[src/rtl/tgs_pkg.sv]
package tgs_pkg;

  typedef enum logic [2:0] {
    ST_IDLE,
    ST_FETCH,
    ST_CHECK,
    ST_HOLD,
    ST_SLV_RX,
    ST_SLV_CS
  } seqState_t;

  typedef struct packed {
    logic startGrp;  // load pointer from the selected group's start
    logic fetching;  // RAM read of the current pointer requested
    logic capture;   // latch read entry into the holding register
    logic advance;   // step pointer to the next entry
  } seqStrobe_t;

endpackage

[src/rtl/tgs_arbiter.sv]
module tgs_arbiter #(
  parameter int ADDR_W  = 4,
  parameter int ENTRY_W = 17
) (
  input  logic               hostReq,
  input  logic               hostWe,
  input  logic [ADDR_W-1:0]  hostAddr,
  input  logic [ENTRY_W-1:0] hostWdata,
  input  logic               seqReq,
  input  logic [ADDR_W-1:0]  seqAddr,
  output logic               seqGrant,
  output logic               ramEn,
  output logic               ramWe,
  output logic [ADDR_W-1:0]  ramAddr,
  output logic [ENTRY_W-1:0] ramWdata
);

  // Host has fixed precedence; the sequencer only gets a free port.
  always_comb begin
    seqGrant = seqReq && !hostReq;
    ramEn    = hostReq || seqReq;
    ramWe    = hostReq && hostWe;
    ramAddr  = hostReq ? hostAddr : seqAddr;
    ramWdata = hostWdata;
  end

endmodule

[src/rtl/tgs_ram.sv]
module tgs_ram #(
  parameter int DEPTH   = 16,
  parameter int ENTRY_W = 17,
  localparam int ADDR_W = $clog2(DEPTH)
) (
  input  logic               clk,
  input  logic               en,
  input  logic               we,
  input  logic [ADDR_W-1:0]  addr,
  input  logic [ENTRY_W-1:0] wdata,
  output logic [ENTRY_W-1:0] rdata
);

  logic [ENTRY_W-1:0] mem [DEPTH];

  always_ff @(posedge clk) begin
    if (en) begin
      if (we) mem[addr] <= wdata;
      else    rdata     <= mem[addr];
    end
  end

endmodule

[src/rtl/tgs_datapath.sv]
module tgs_datapath import tgs_pkg::*; #(
  parameter int NUM_GROUPS = 4,
  parameter int DEPTH      = 16,
  parameter int DATA_W     = 16,
  localparam int ADDR_W    = $clog2(DEPTH),
  localparam int GRP_W     = (NUM_GROUPS > 1) ? $clog2(NUM_GROUPS) : 1,
  localparam int ENTRY_W   = DATA_W + 1
) (
  input  logic                         clk,
  input  logic                         rstN,
  input  seqStrobe_t                   strb,
  input  logic [GRP_W-1:0]             selGrp,
  input  logic [NUM_GROUPS*ADDR_W-1:0] grpStart,
  input  logic [ENTRY_W-1:0]           ramRdata,
  output logic [ADDR_W-1:0]            ptr,
  output logic [GRP_W-1:0]             curGrp,
  output logic                         entryReady,
  output logic                         holdLast,
  output logic [DATA_W-1:0]            holdData,
  output logic [ADDR_W-1:0]            holdIdx
);

  logic [ADDR_W-1:0] startArr [NUM_GROUPS];
  logic [ADDR_W-1:0] endArr   [NUM_GROUPS];
  logic              ptrIsLast;

  genvar g;
  generate
    for (g = 0; g < NUM_GROUPS; g++) begin : gen_bounds
      assign startArr[g] = grpStart[g*ADDR_W +: ADDR_W];
      if (g == NUM_GROUPS - 1) begin : gen_top
        assign endArr[g] = ADDR_W'(DEPTH - 1);
      end else begin : gen_mid
        assign endArr[g] = grpStart[(g+1)*ADDR_W +: ADDR_W] - ADDR_W'(1);
      end
    end
  endgenerate

  assign ptrIsLast  = (ptr == endArr[curGrp]);
  assign entryReady = ramRdata[DATA_W];

  always_ff @(posedge clk) begin
    if (!rstN) begin
      ptr      <= '0;
      curGrp   <= '0;
      holdLast <= 1'b0;
      holdData <= '0;
      holdIdx  <= '0;
    end else begin
      if (strb.startGrp) begin
        ptr    <= startArr[selGrp];
        curGrp <= selGrp;
      end else if (strb.advance) begin
        ptr <= ptr + ADDR_W'(1);
      end
      if (strb.capture) begin
        holdData <= ramRdata[DATA_W-1:0];
        holdIdx  <= ptr;
        holdLast <= ptrIsLast;
      end
    end
  end

  // Every RAM fetch must address an entry of the group in service.
  assert_ptr_in_group_R2: assert property (@(posedge clk) disable iff (!rstN)
    strb.fetching |-> (ptr >= startArr[curGrp] && ptr <= endArr[curGrp]));

endmodule

[src/rtl/tgs_ctrl.sv]
module tgs_ctrl import tgs_pkg::*; #(
  parameter int NUM_GROUPS = 4,
  localparam int GRP_W     = (NUM_GROUPS > 1) ? $clog2(NUM_GROUPS) : 1
) (
  input  logic                  clk,
  input  logic                  rstN,
  input  logic [NUM_GROUPS-1:0] grpTrig,
  input  logic                  slaveMode,
  input  logic                  kernelReq,
  input  logic                  rxStored,
  input  logic                  csActive,
  input  logic                  hostReq,
  input  logic                  seqGrant,
  input  logic                  entryReady,
  input  logic                  holdLast,
  input  logic [GRP_W-1:0]      curGrp,
  output seqStrobe_t            strb,
  output logic [GRP_W-1:0]      selGrp,
  output logic                  seqReq,
  output logic                  txLoad
);

  seqState_t             state, nxtState;
  logic [NUM_GROUPS-1:0] pending, clrMask;
  logic                  csPrev, csRise, anyPending;

  assign csRise     = csActive && !csPrev;
  assign anyPending = |pending;

  // Fixed priority: lowest index wins, so scan downwards.
  always_comb begin
    selGrp = '0;
    for (int i = NUM_GROUPS - 1; i >= 0; i--) begin
      if (pending[i]) selGrp = GRP_W'(i);
    end
  end

  always_comb begin
    nxtState = state;
    strb     = '0;
    seqReq   = 1'b0;
    txLoad   = 1'b0;
    clrMask  = '0;
    unique case (state)
      ST_IDLE: begin
        if (anyPending) begin
          strb.startGrp = 1'b1;
          nxtState      = ST_FETCH;
        end
      end
      ST_FETCH: begin
        seqReq        = 1'b1;
        strb.fetching = 1'b1;
        if (seqGrant) nxtState = ST_CHECK;
      end
      ST_CHECK: begin
        if (entryReady) begin
          strb.capture = 1'b1;
          nxtState     = ST_HOLD;
        end else begin
          nxtState = ST_FETCH;
        end
      end
      ST_HOLD: begin
        if (kernelReq) begin
          txLoad = 1'b1;
          if (holdLast) begin
            clrMask[curGrp] = 1'b1;
            nxtState        = ST_IDLE;
          end else begin
            strb.advance = 1'b1;
            nxtState     = slaveMode ? ST_SLV_RX : ST_FETCH;
          end
        end
      end
      ST_SLV_RX: if (rxStored) nxtState = ST_SLV_CS;
      ST_SLV_CS: if (csRise)   nxtState = ST_FETCH;
      default:   nxtState = ST_IDLE;
    endcase
  end

  always_ff @(posedge clk) begin
    if (!rstN) begin
      state   <= ST_IDLE;
      pending <= '0;
      csPrev  <= 1'b0;
    end else begin
      state   <= nxtState;
      pending <= (pending & ~clrMask) | grpTrig;
      csPrev  <= csActive;
    end
  end

  assert_idle_no_trigger_R2: assert property (@(posedge clk) disable iff (!rstN)
    (state == ST_IDLE && pending == '0) |=> state == ST_IDLE);

  assert_host_wins_R5: assert property (@(posedge clk) disable iff (!rstN)
    (state == ST_FETCH && hostReq) |=> state == ST_FETCH);

  assert_refetch_not_ready_R4: assert property (@(posedge clk) disable iff (!rstN)
    (state == ST_CHECK && !entryReady) |=> state == ST_FETCH);

  assert_master_prefetch_R6: assert property (@(posedge clk) disable iff (!rstN)
    (txLoad && !holdLast && !slaveMode) |=> state == ST_FETCH);

  assert_slave_cs_gate_R7: assert property (@(posedge clk) disable iff (!rstN)
    (state == ST_SLV_CS && !(csActive && !csPrev)) |=> state == ST_SLV_CS);

  assert_clear_after_last_R8: assert property (@(posedge clk) disable iff (!rstN)
    (txLoad && holdLast && !grpTrig[curGrp]) |=> !pending[$past(curGrp)]);

endmodule

[src/rtl/tgs_sequencer.sv]
module tgs_sequencer import tgs_pkg::*; #(
  parameter int NUM_GROUPS = 4,
  parameter int DEPTH      = 16,
  parameter int DATA_W     = 16,
  localparam int ADDR_W    = $clog2(DEPTH),
  localparam int GRP_W     = (NUM_GROUPS > 1) ? $clog2(NUM_GROUPS) : 1,
  localparam int ENTRY_W   = DATA_W + 1
) (
  input  logic                         clk,
  input  logic                         rstN,
  input  logic [NUM_GROUPS-1:0]        grpTrig,
  input  logic [NUM_GROUPS*ADDR_W-1:0] grpStart,
  input  logic                         slaveMode,
  input  logic                         kernelReq,
  input  logic                         rxStored,
  input  logic                         csActive,
  input  logic                         hostReq,
  input  logic                         hostWe,
  input  logic [ADDR_W-1:0]            hostAddr,
  input  logic [ENTRY_W-1:0]           hostWdata,
  output logic [ENTRY_W-1:0]           hostRdata,
  output logic                         txLoad,
  output logic [DATA_W-1:0]            txData,
  output logic [GRP_W-1:0]             txGrp,
  output logic [ADDR_W-1:0]            txIdx
);

  seqStrobe_t         strb;
  logic [GRP_W-1:0]   selGrp, curGrp;
  logic               seqReq, seqGrant, entryReady, holdLast;
  logic [ADDR_W-1:0]  ptr, ramAddr;
  logic               ramEn, ramWe;
  logic [ENTRY_W-1:0] ramWdata, ramRdata;

  tgs_ctrl #(.NUM_GROUPS(NUM_GROUPS)) u_ctrl (
    .clk(clk), .rstN(rstN), .grpTrig(grpTrig), .slaveMode(slaveMode),
    .kernelReq(kernelReq), .rxStored(rxStored), .csActive(csActive),
    .hostReq(hostReq), .seqGrant(seqGrant), .entryReady(entryReady),
    .holdLast(holdLast), .curGrp(curGrp), .strb(strb), .selGrp(selGrp),
    .seqReq(seqReq), .txLoad(txLoad)
  );

  tgs_datapath #(.NUM_GROUPS(NUM_GROUPS), .DEPTH(DEPTH), .DATA_W(DATA_W)) u_dp (
    .clk(clk), .rstN(rstN), .strb(strb), .selGrp(selGrp), .grpStart(grpStart),
    .ramRdata(ramRdata), .ptr(ptr), .curGrp(curGrp), .entryReady(entryReady),
    .holdLast(holdLast), .holdData(txData), .holdIdx(txIdx)
  );

  tgs_arbiter #(.ADDR_W(ADDR_W), .ENTRY_W(ENTRY_W)) u_arb (
    .hostReq(hostReq), .hostWe(hostWe), .hostAddr(hostAddr), .hostWdata(hostWdata),
    .seqReq(seqReq), .seqAddr(ptr), .seqGrant(seqGrant), .ramEn(ramEn),
    .ramWe(ramWe), .ramAddr(ramAddr), .ramWdata(ramWdata)
  );

  tgs_ram #(.DEPTH(DEPTH), .ENTRY_W(ENTRY_W)) u_ram (
    .clk(clk), .en(ramEn), .we(ramWe), .addr(ramAddr), .wdata(ramWdata), .rdata(ramRdata)
  );

  assign hostRdata = ramRdata;
  assign txGrp     = curGrp;

endmodule

[config.mk]
export PLATFORM = sky130hd
export DESIGN_NAME = tgs_sequencer
export DESIGN_NICKNAME = d
export VERILOG_FILES = /design/src/rtl/tgs_pkg.sv /design/src/rtl/tgs_arbiter.sv /design/src/rtl/tgs_ram.sv /design/src/rtl/tgs_datapath.sv /design/src/rtl/tgs_ctrl.sv /design/src/rtl/tgs_sequencer.sv
export SDC_FILE = /design/constraint.sdc
export NUM_CORES = 1
export LEC_CHECK = 0
export BUFFER_PORTS_ARGS = -buffer_cell sky130_fd_sc_hd__buf_2
export CAP_MARGIN = 30
export CORE_MARGIN = 2
export CORE_UTILIZATION = 45
export DETAILED_ROUTE_END_ITERATION = 10
export PLACE_DENSITY = 0.61
export SYNTH_ARGS = -nofsm -noshare
export SYNTH_HDL_FRONTEND = slang
export SYNTH_SLANG_ARGS = --single-unit
[constraint.sdc]
create_clock -name clk -period 4.2 [get_ports clk]
set_input_delay 1.26 -clock clk [delete_from_list [all_inputs] [get_ports clk]]
set_output_delay 1.26 -clock clk [all_outputs]
set_load 0.03 [all_outputs]
# Word level (Yosys, flattened, before mapping)
# Memories as Yosys holds them, arrays and structs flattened. A register that Yosys moved wholly into a read port is not among the register bits.
# Cells that the tools add are included.
# Widths: inputs -> output; s select.
[word_totals]
reg_bits = 35
ram_bits = 272
input_bits = 49
out_inout_bits = 40
wordCells = 86
mem_count = 1
[op_classes]
add_sub_neg = 4
order_cmp = 4
eq_ne = 11
muxes = 40
bitwise = 6
n_reduce_logical = 12
[mem_list]
columns = ["name", "depth", "word_bits", "read_ports", "rd_clocked_by_memory_dff", "write_ports", "line", "rtl"]
rows = [
  ["u_ram.mem", 16, 17, 1, 1, 1, "tgs_ram.sv:14", "logic [ENTRY_W-1:0] mem [DEPTH];"],
]
[ops]
columns = ["op", "count"]
rows = [
  ["$mux 4", 10],
  ["$mux 3", 7],
  ["$pmux 3 s6", 1],
  ["$bmux 4 s2", 2],
  ["$mux 1", 14],
  ["$sub 4x1->4 const B", 3],
  ["$mux 2", 5],
  ["$eq 3x2->1 const B", 2],
  ["$eq 3x3->1 const B", 2],
  ["$ge 3x3->1 const B", 2],
  ["$ne 2x2->1 const B", 3],
  ["$not 2->3", 2],
  ["$reduce_and 5->1", 1],
  ["$add 4x1->4 const B", 1],
  ["$and 4x4->4", 1],
  ["$eq 4x4->1", 1],
  ["$logic_and 1x1->1", 4],
  ["$ne 2x1->1 const B", 2],
  ["$not 4->4", 1],
  ["$or 4x4->4", 1],
  ["$reduce_or 4->1", 1],
  ["$eq 3x1->1 const B", 1],
  ["$logic_not 3->1", 1],
  ["$lt 2x3->1 const B", 1],
  ["other kinds (7)", 8],
]

# Longest topological paths before layout
# Gate-level depths: netlist of run 1.
[logic_depth]
depth_word = 10
ltp_mapped = 8
depth_no_buf = 7

# By module
# A second synthesis of run 1 with hierarchy kept.
[hier_totals]
cells_unflattened = 696
hier_area_um2 = 13132.6
[by_module_without_submodules]
columns = ["mod", "instances", "cells_per_inst", "area_each_um2", "seq_area_each_um2"]
rows = [
  ["tgs_ram", 1, 462, 10936.7, 8678.3],
  ["tgs_datapath", 1, 149, 1491.4, 540.5],
  ["tgs_ctrl", 1, 61, 509.2, 160.2],
  ["tgs_arbiter", 1, 24, 195.2, 0.0],
]

# Worst setup path after synthesis of run 1
# No wires, ideal clock.
[synth_timing]
path_type = "input to register"
from = "input port hostReq"
to = "memory u_ram.mem[5][0], enable pin"
setup_ps = 392
arrival_ps = 3111
required_ps = 3808
path_slack_ps = 696
path_stages = 6
path_buffers = 3
path_cell_list = "buf_2 > buf_1 > nand2_1 > o32ai_1 > clkbuf_1 > nor2b_1"
[synth_between]
elab_chain_len = 4
elab_cells_between_ends = 6
cone_classes = "4 x mux; 2 x reduce/logical"
[synth_lines]
columns = ["item", "line", "rtl"]
rows = [
  ["from (decl)", "tgs_sequencer.sv:17", "input logic hostReq,"],
  ["$logic_and 1x1->1", "tgs_arbiter.sv:22", "ramWe = hostReq && hostWe;"],
  ["$mux 1", "tgs_ram.sv:18", "if (we) mem[addr] <= wdata;"],
  ["$mux 1", "tgs_ram.sv:17", "if (en) begin"],
  ["$mux 1 (implied by the code)", "tgs_ram.sv:18", ""],
  ["to (decl)", "tgs_ram.sv:14", ""],
]
# Parallel ways exist; a longest one is shown, timed or not.

# Worst setup path in the final report of run 1
[layout_timing]
from = "input port kernelReq"
to = "output port txLoad"
[layout_between]
elab_chain_len = 2
[layout_lines]
columns = ["item", "line", "rtl"]
rows = [
  ["from (decl)", "tgs_sequencer.sv:14", "input logic kernelReq,"],
  ["$mux 1", "tgs_ctrl.sv:65", "if (kernelReq) begin"],
  ["$mux 1", "tgs_ctrl.sv:44", "unique case (state)"],
  ["to (decl)", "tgs_sequencer.sv:22", "output logic txLoad,"],
]
# No other way between the ends.

==> flow_summary.ini, run 1 <==
[cts]
clock_latency_ns = 0.57
cts_resized = 0
cts.sinks = 324
ctsLongestPathBuffers = 3
cts_buffers = 31
clkTransAtPathRegs_ns = 0.06
ctsRootBufferMaster = clkbuf_16
cts_setup_buffers = 0
hold_buffers = 0
cts_tree = done
htree_levels = 1

[placement]
globalplace.congestion = 0.783
hpwl_um = 18100
post-place-cells = 1225
numPortBuffers = 88

[critical_path]
cpMostUsedCell = buf_2
cp.required_ns = 2.94
rr_endpoint = u_ram.rdata[15]
crit_arrival_ns = 1.89
crit_fanout = 4
cpPeakStageDelay_ns = 0.28
worstSetupPathType = in -> out
start_kind = input pin
cpMaxStageDelayCell = and4b_1
r2r_setup_slack_ns = 1.68
r2r-start = u_dp.ptr[0]
r2r_cells = 6
path_depth = 3
crit_path_end_kind = output pin
crit_chain = buf_2, and4b_1, buf_2
critPathBufInv = 2
critical_path.top_delay_family = buffers and inverters

[timing]
min_period_ns = 3.15
worstMarginPinSlew_ns = 0.929
hold_viol = 0
setup_viol = 0
clock.fmax_mhz = 318
clock_skew_ns = 0.0158
rsz0062_at_grt = false
slew_violations = 0
fin_setup_tns_ns = 0
fin_crit_sh = 0.750
max-slew-margin-rel = 0.380

[job]
cap_violations = 0

[cells_and_area]
final_cell_mix = edfxtp_1, buf_2, a22oi_1, a21oi_1, nand2_1
final_common_cell = edfxtp_1
instances_no_fill = 1282
drive_gt1_frac = 0.237
fin_nets = 933
area_delta_synth_final_pct = 16.4

[synthesis]
syn_nets = 826
ys.flop_type = edfxtp_1
synth.distinct_cells = 55
synth_edf_count = 289
syn_avg_cell_area_um2 = 16.4
ys_top_cells_by_area = edfxtp_1, dfxtp_1, mux4_2
syn-cell-area_um2 = 12700
synth_top_area_cell = edfxtp_1
synth_top_area_share = 0.684
yosysWarnings = 0
ys_seq_area_frac = 0.739
synthArstFlopShare = 0
syn_inst = 773
synth-seq-cells = 324

[worst_hold_path]
whs_path_depth = 2
hold_path_startpoint = u_dp.holdData[15]
hold_class = reg -> reg
min_delay_worst_endpoint = u_dp.holdData[15]

[drt]
dr.pass1.iters = 8
top_layer = met4
ant_nets = 0
drt_iter0_markers = 795
via_count = 7281
drt_wl_total_um = 30000
drc = 0
wl_met3_um = 2000
met1Wirelength_um = 13500
wl_met2_um = 14000
viasPerCell = 5.68
routedWlPerCell_um = 23.4

[floorplanning]
num_rows = 61
dieArea_um2 = 29600
fp.dieH_um = 172
core-area_um2 = 27800
start_util = 0.457
io_pins = 89
die_w_um = 172

[grt]
grt_pass1_vias = 6962
gr-total-overflow = 0
grt_max_degree = 35
antenna_found_initial = 1
grt_pass1_wl_um = 43800
grt.total_usage = 0.204

[power]
p_leak_nw = 4.96
pwr_density_cell_nw_per_um2 = 500
peakVddDrop_mv = 0.368

[outcome]
outcome = finished clean
## metrics by stage
stage | setup slack (ns) | area [µm²] | total power [W] | util | hold slack (ns)
after floorplan | 0.696 | 12700 | 0.00443 | - | 0.485
after global placement | 0.644 | 13800 | 0.00480 | 0.495 | 0.438
after detailed placement | 0.581 | 13800 | 0.00482 | 0.497 | 0.443
after CTS | 1.06 | 14800 | 0.00744 | 0.531 | 0.452
after global routing | 1.02 | 14800 | 0.00766 | 0.531 | 0.469
final | 1.05 | 14800 | 0.00739 | 0.531 | 0.450
## where the power goes
part	switching, W	internal, W	leakage [nW]	total [W]
logic	0.000608	0.000397	1.58	0.00100
clock network	0.00116	0.00148	0.476	0.00264
registers	0.000116	0.00363	2.90	0.00374
## how the worst max path moves through the flow
stage	slack, ns	endpoint	startpoint
after detailed placement	0.58	u_ram.rdata[13]	hostReq
after global routing	1.02	txLoad	kernelReq
final	1.05	txLoad	kernelReq
after global placement	0.64	u_ram.rdata[9]	hostReq
after CTS	1.06	txLoad	kernelReq
after floorplan	0.70	u_ram.mem[5][0]	hostReq
## worst reg2reg max path, delay by kind of cell (launching register included)
family | cells | cell delay (ns)
DFF | 1 | 0.70
AOI/OAI and AO/OA | 2 | 0.49
muxes | 1 | 0.46
and+or+nand+nor | 1 | 0.32
buffers and inverters | 2 | 0.30
## cell usage after synthesis (all sizes together), types with 4 or more instances
| cell type | instances |
|---|---|
| o32ai | 6 |
| nand3b | 4 |
| dfxtp | 35 |
| a21oi | 66 |
| xor2 | 4 |
| nand2b | 7 |
| mux2i | 4 |
| inv | 18 |
| a22o | 18 |
| buf | 12 |
| a22oi | 69 |
| mux4 | 36 |
| xnor2 | 9 |
| ha | 4 |
| nor2 | 34 |
| or3 | 18 |
| nand3 | 6 |
| clkbuf | 33 |
| nand2 | 49 |
| nor2b | 6 |
| edfxtp | 289 |
| nor3 | 5 |
| o32a | 4 |
## cell type report
type | instances | area [µm²]
Timing Repair Buffer | 119 | 763
Clock buffer | 36 | 795
Tap cell | 378 | 473
Multi-Input combinational cell | 385 | 3110
Fill cell | 2295 | 13000
Clock inverter | 20 | 170
Sequential cell | 324 | 9380
Inverter | 19 | 73.8
Antenna cell | 1 | 2.50
## sequential cells by signal, indices dropped and copies added (netlist names)
register        flops
u_ram.rdata        17
u_ram.mem         272
u_dp.curGrp         2
u_dp.holdData      16
u_ctrl.pending      4
u_dp.holdIdx        4
u_dp.holdLast       1
u_ctrl.csPrev       1
u_ctrl.state        3
u_dp.ptr            4
## logic make-up after synthesis
family,Yosys count,synth area share
flip-flops,324,0.739
buffers and inverters,64,0.0245
AO/OA/AOI/OAI,185,0.0998
adder cells (fa/ha/maj),4,0.00394
AND/OR/NAND/NOR,142,0.0538
multiplexers,41,0.0697
XOR/XNOR,13,0.00897
## routing by layer
layer	global-route usage	vias to the layer above
met5	0	-
met4	0.0431	0
met3	0.0334	37
met2	0.330	241
met1	0.294	3702
li1	-	3301
(Power assumes the default switching activity.)
==> run 2, diff against run 1 <==
PLACE_DENSITY = 0.64   (was 0.61)
clock period = 2.7 ns   (was 4.2 ns; I/O delays follow)
==> run 2 against run 1 <==
Net effect: power up 55%; via count up 2.0%; critical path type is now reg -> out; global-route usage is 0.42 points lower; clock-buffer cell count down 1; flip-flop and latch count stayed put; die area is the same; core utilization grew 1.2 points; first-iteration DRC count shrank 11%.
==> flow_summary.ini, run 2 (same netlist as run 1, synthesis figures left out) <==
[outcome]
outcome = finished clean

[cts]
clock_latency_ns = 0.55
clkTransAtPathRegs_ns = 0.06
cts_setup_buffers = 0
htree_levels = 1
cts_buffers = 31
cts_resized = 0
ctsLongestPathBuffers = 3
cts_tree = done
hold_buffers = 0
cts.sinks = 324
ctsRootBufferMaster = clkbuf_16

[timing]
hold_viol = 0
clock.fmax_mhz = 416
slew_violations = 0
fin_crit_sh = 0.890
rsz0062_at_grt = false
clock_skew_ns = 0.0103
worstMarginPinSlew_ns = 0.603
min_period_ns = 2.40
setup_viol = 0
max-slew-margin-rel = 0.598

[critical_path]
cpPeakStageDelay_ns = 0.57
crit_path_end_kind = output pin
cp.required_ns = 1.89
critical_path.top_delay_family = flip-flops
crit_arrival_ns = 1.59
crit_fanout = 13
crit_end = txLoad
path_depth = 2
r2r-start = u_dp.ptr[0]
critPathBufInv = 1
worstSetupPathType = reg -> out
cpMaxStageDelayCell = dfxtp_1
rr_endpoint = u_ram.rdata[4]
crit_chain = and4b_1, buf_2
startpoint = u_ctrl.state[2]
r2r_setup_slack_ns = 0.43
r2r_cells = 6
start_kind = flip-flop

[grt]
grt.total_usage = 0.200
grt_pass1_wl_um = 43800
antenna_found_initial = 3
gr-total-overflow = 0
grt_pass1_vias = 7080
grt_max_degree = 35

[cells_and_area]
finalCoreUtilization = 0.543
final_common_cell = edfxtp_1
area_delta_synth_final_pct = 19.0
fillers = 2242
drive_gt1_frac = 0.256
fin_area_um2 = 15100
regMostFlops = u_ram.mem
final_cell_mix = edfxtp_1, buf_2, a22oi_1, a21oi_1, nand2_1
fin_nets = 953
largest_register_ffs = 272
reg_top3 = u_ram.mem (272), u_ram.rdata (17), u_dp.holdData (16)
instances_no_fill = 1303

[drt]
ant_nets = 0
dr.pass1.iters = 6
viasPerCell = 5.70
via_count = 7429
drc = 0
routedWlPerCell_um = 22.5
drt_wl_total_um = 29400
drt_iter0_markers = 705

[job]
cap_violations = 0

[floorplanning]
core-area_um2 = 27800
start_util = 0.457
num_rows = 61
fp.dieH_um = 172
io_pins = 89
die_w_um = 172
dieArea_um2 = 29600

[placement]
globalplace.congestion = 0.801
hpwl_um = 18700
post-place-cells = 1245
place_area_um2 = 14200
numPortBuffers = 88

[power]
pwr_density_cell_nw_per_um2 = 757
peakVddDrop_mv = 0.521
p_leak_nw = 5.09

[worst_hold_path]
hold_class = reg -> reg
-- run 2: final cells by class --
class | instances | area (µm²) | area share
Timing Repair Buffer | 139 | 1120 | 0.0744
Clock inverter | 22 | 139 | 0.00920
Sequential cell | 324 | 9380 | 0.621
Clock buffer | 35 | 791 | 0.0524
Tap cell | 378 | 473 | 0.0313
Inverter | 19 | 73.8 | 0.00489
Multi-Input combinational cell | 385 | 3120 | 0.206
Antenna cell | 1 | 2.50 | 0.000166
-- run 2: per-stage QoR --
step	power [W]	hold WS (ns)	setup TNS, ns	setup WS [ns]
2_1_floorplan	0.00690	0.485	-20.67	-0.200
3_3_place_gp	0.00753	0.438	-1.47	-0.0923
3_5_place_dp	0.00757	0.444	-2.68	-0.182
4_1_cts	0.0115	0.440	0	0.296
5_1_grt	0.0118	0.454	0	0.229
6_report	0.0114	0.448	0	0.296
-- run 2: how the worst min path moves through the flow --
stage	from	endpoint	slack, ns	cells after the start
floorplan	u_dp.holdLast	u_dp.holdLast	0.49	2
global placement	u_dp.holdData[6]	u_dp.holdData[6]	0.44	2
detailed placement	u_dp.holdData[13]	u_dp.holdData[13]	0.44	2
CTS	grpTrig[1]	u_ctrl.pending[1]	0.44	2
global route	grpTrig[3]	u_ctrl.pending[3]	0.45	3
finish	u_dp.holdData[14]	u_dp.holdData[14]	0.45	2
-- run 2: layer usage --
| layer | vias to the layer above | global-route usage | part of all wire |
|---|---|---|---|
| met1 | 3739 | 0.296 | 0.44 |
| met3 | 37 | 0.0362 | 0.082 |
| met4 | 2 | 0.0409 | 0.013 |
| met5 | - | 0 | 0.00037 |
| met2 | 308 | 0.313 | 0.46 |
| li1 | 3343 | - | - |
-- run 2: worst min-delay path: cells and delay by family, from the launching register on --
kind	cells	cell delay, ns
AOI/OAI and AO/OA	1	0.05
DFF	1	0.30
and+or+nand+nor	1	0.05
-- run 2: report_power, final --
group	switching (W)	internal (W)
Clock	0.00177	0.00219
Combinational	0.000976	0.000683
Sequential	0.000163	0.00564
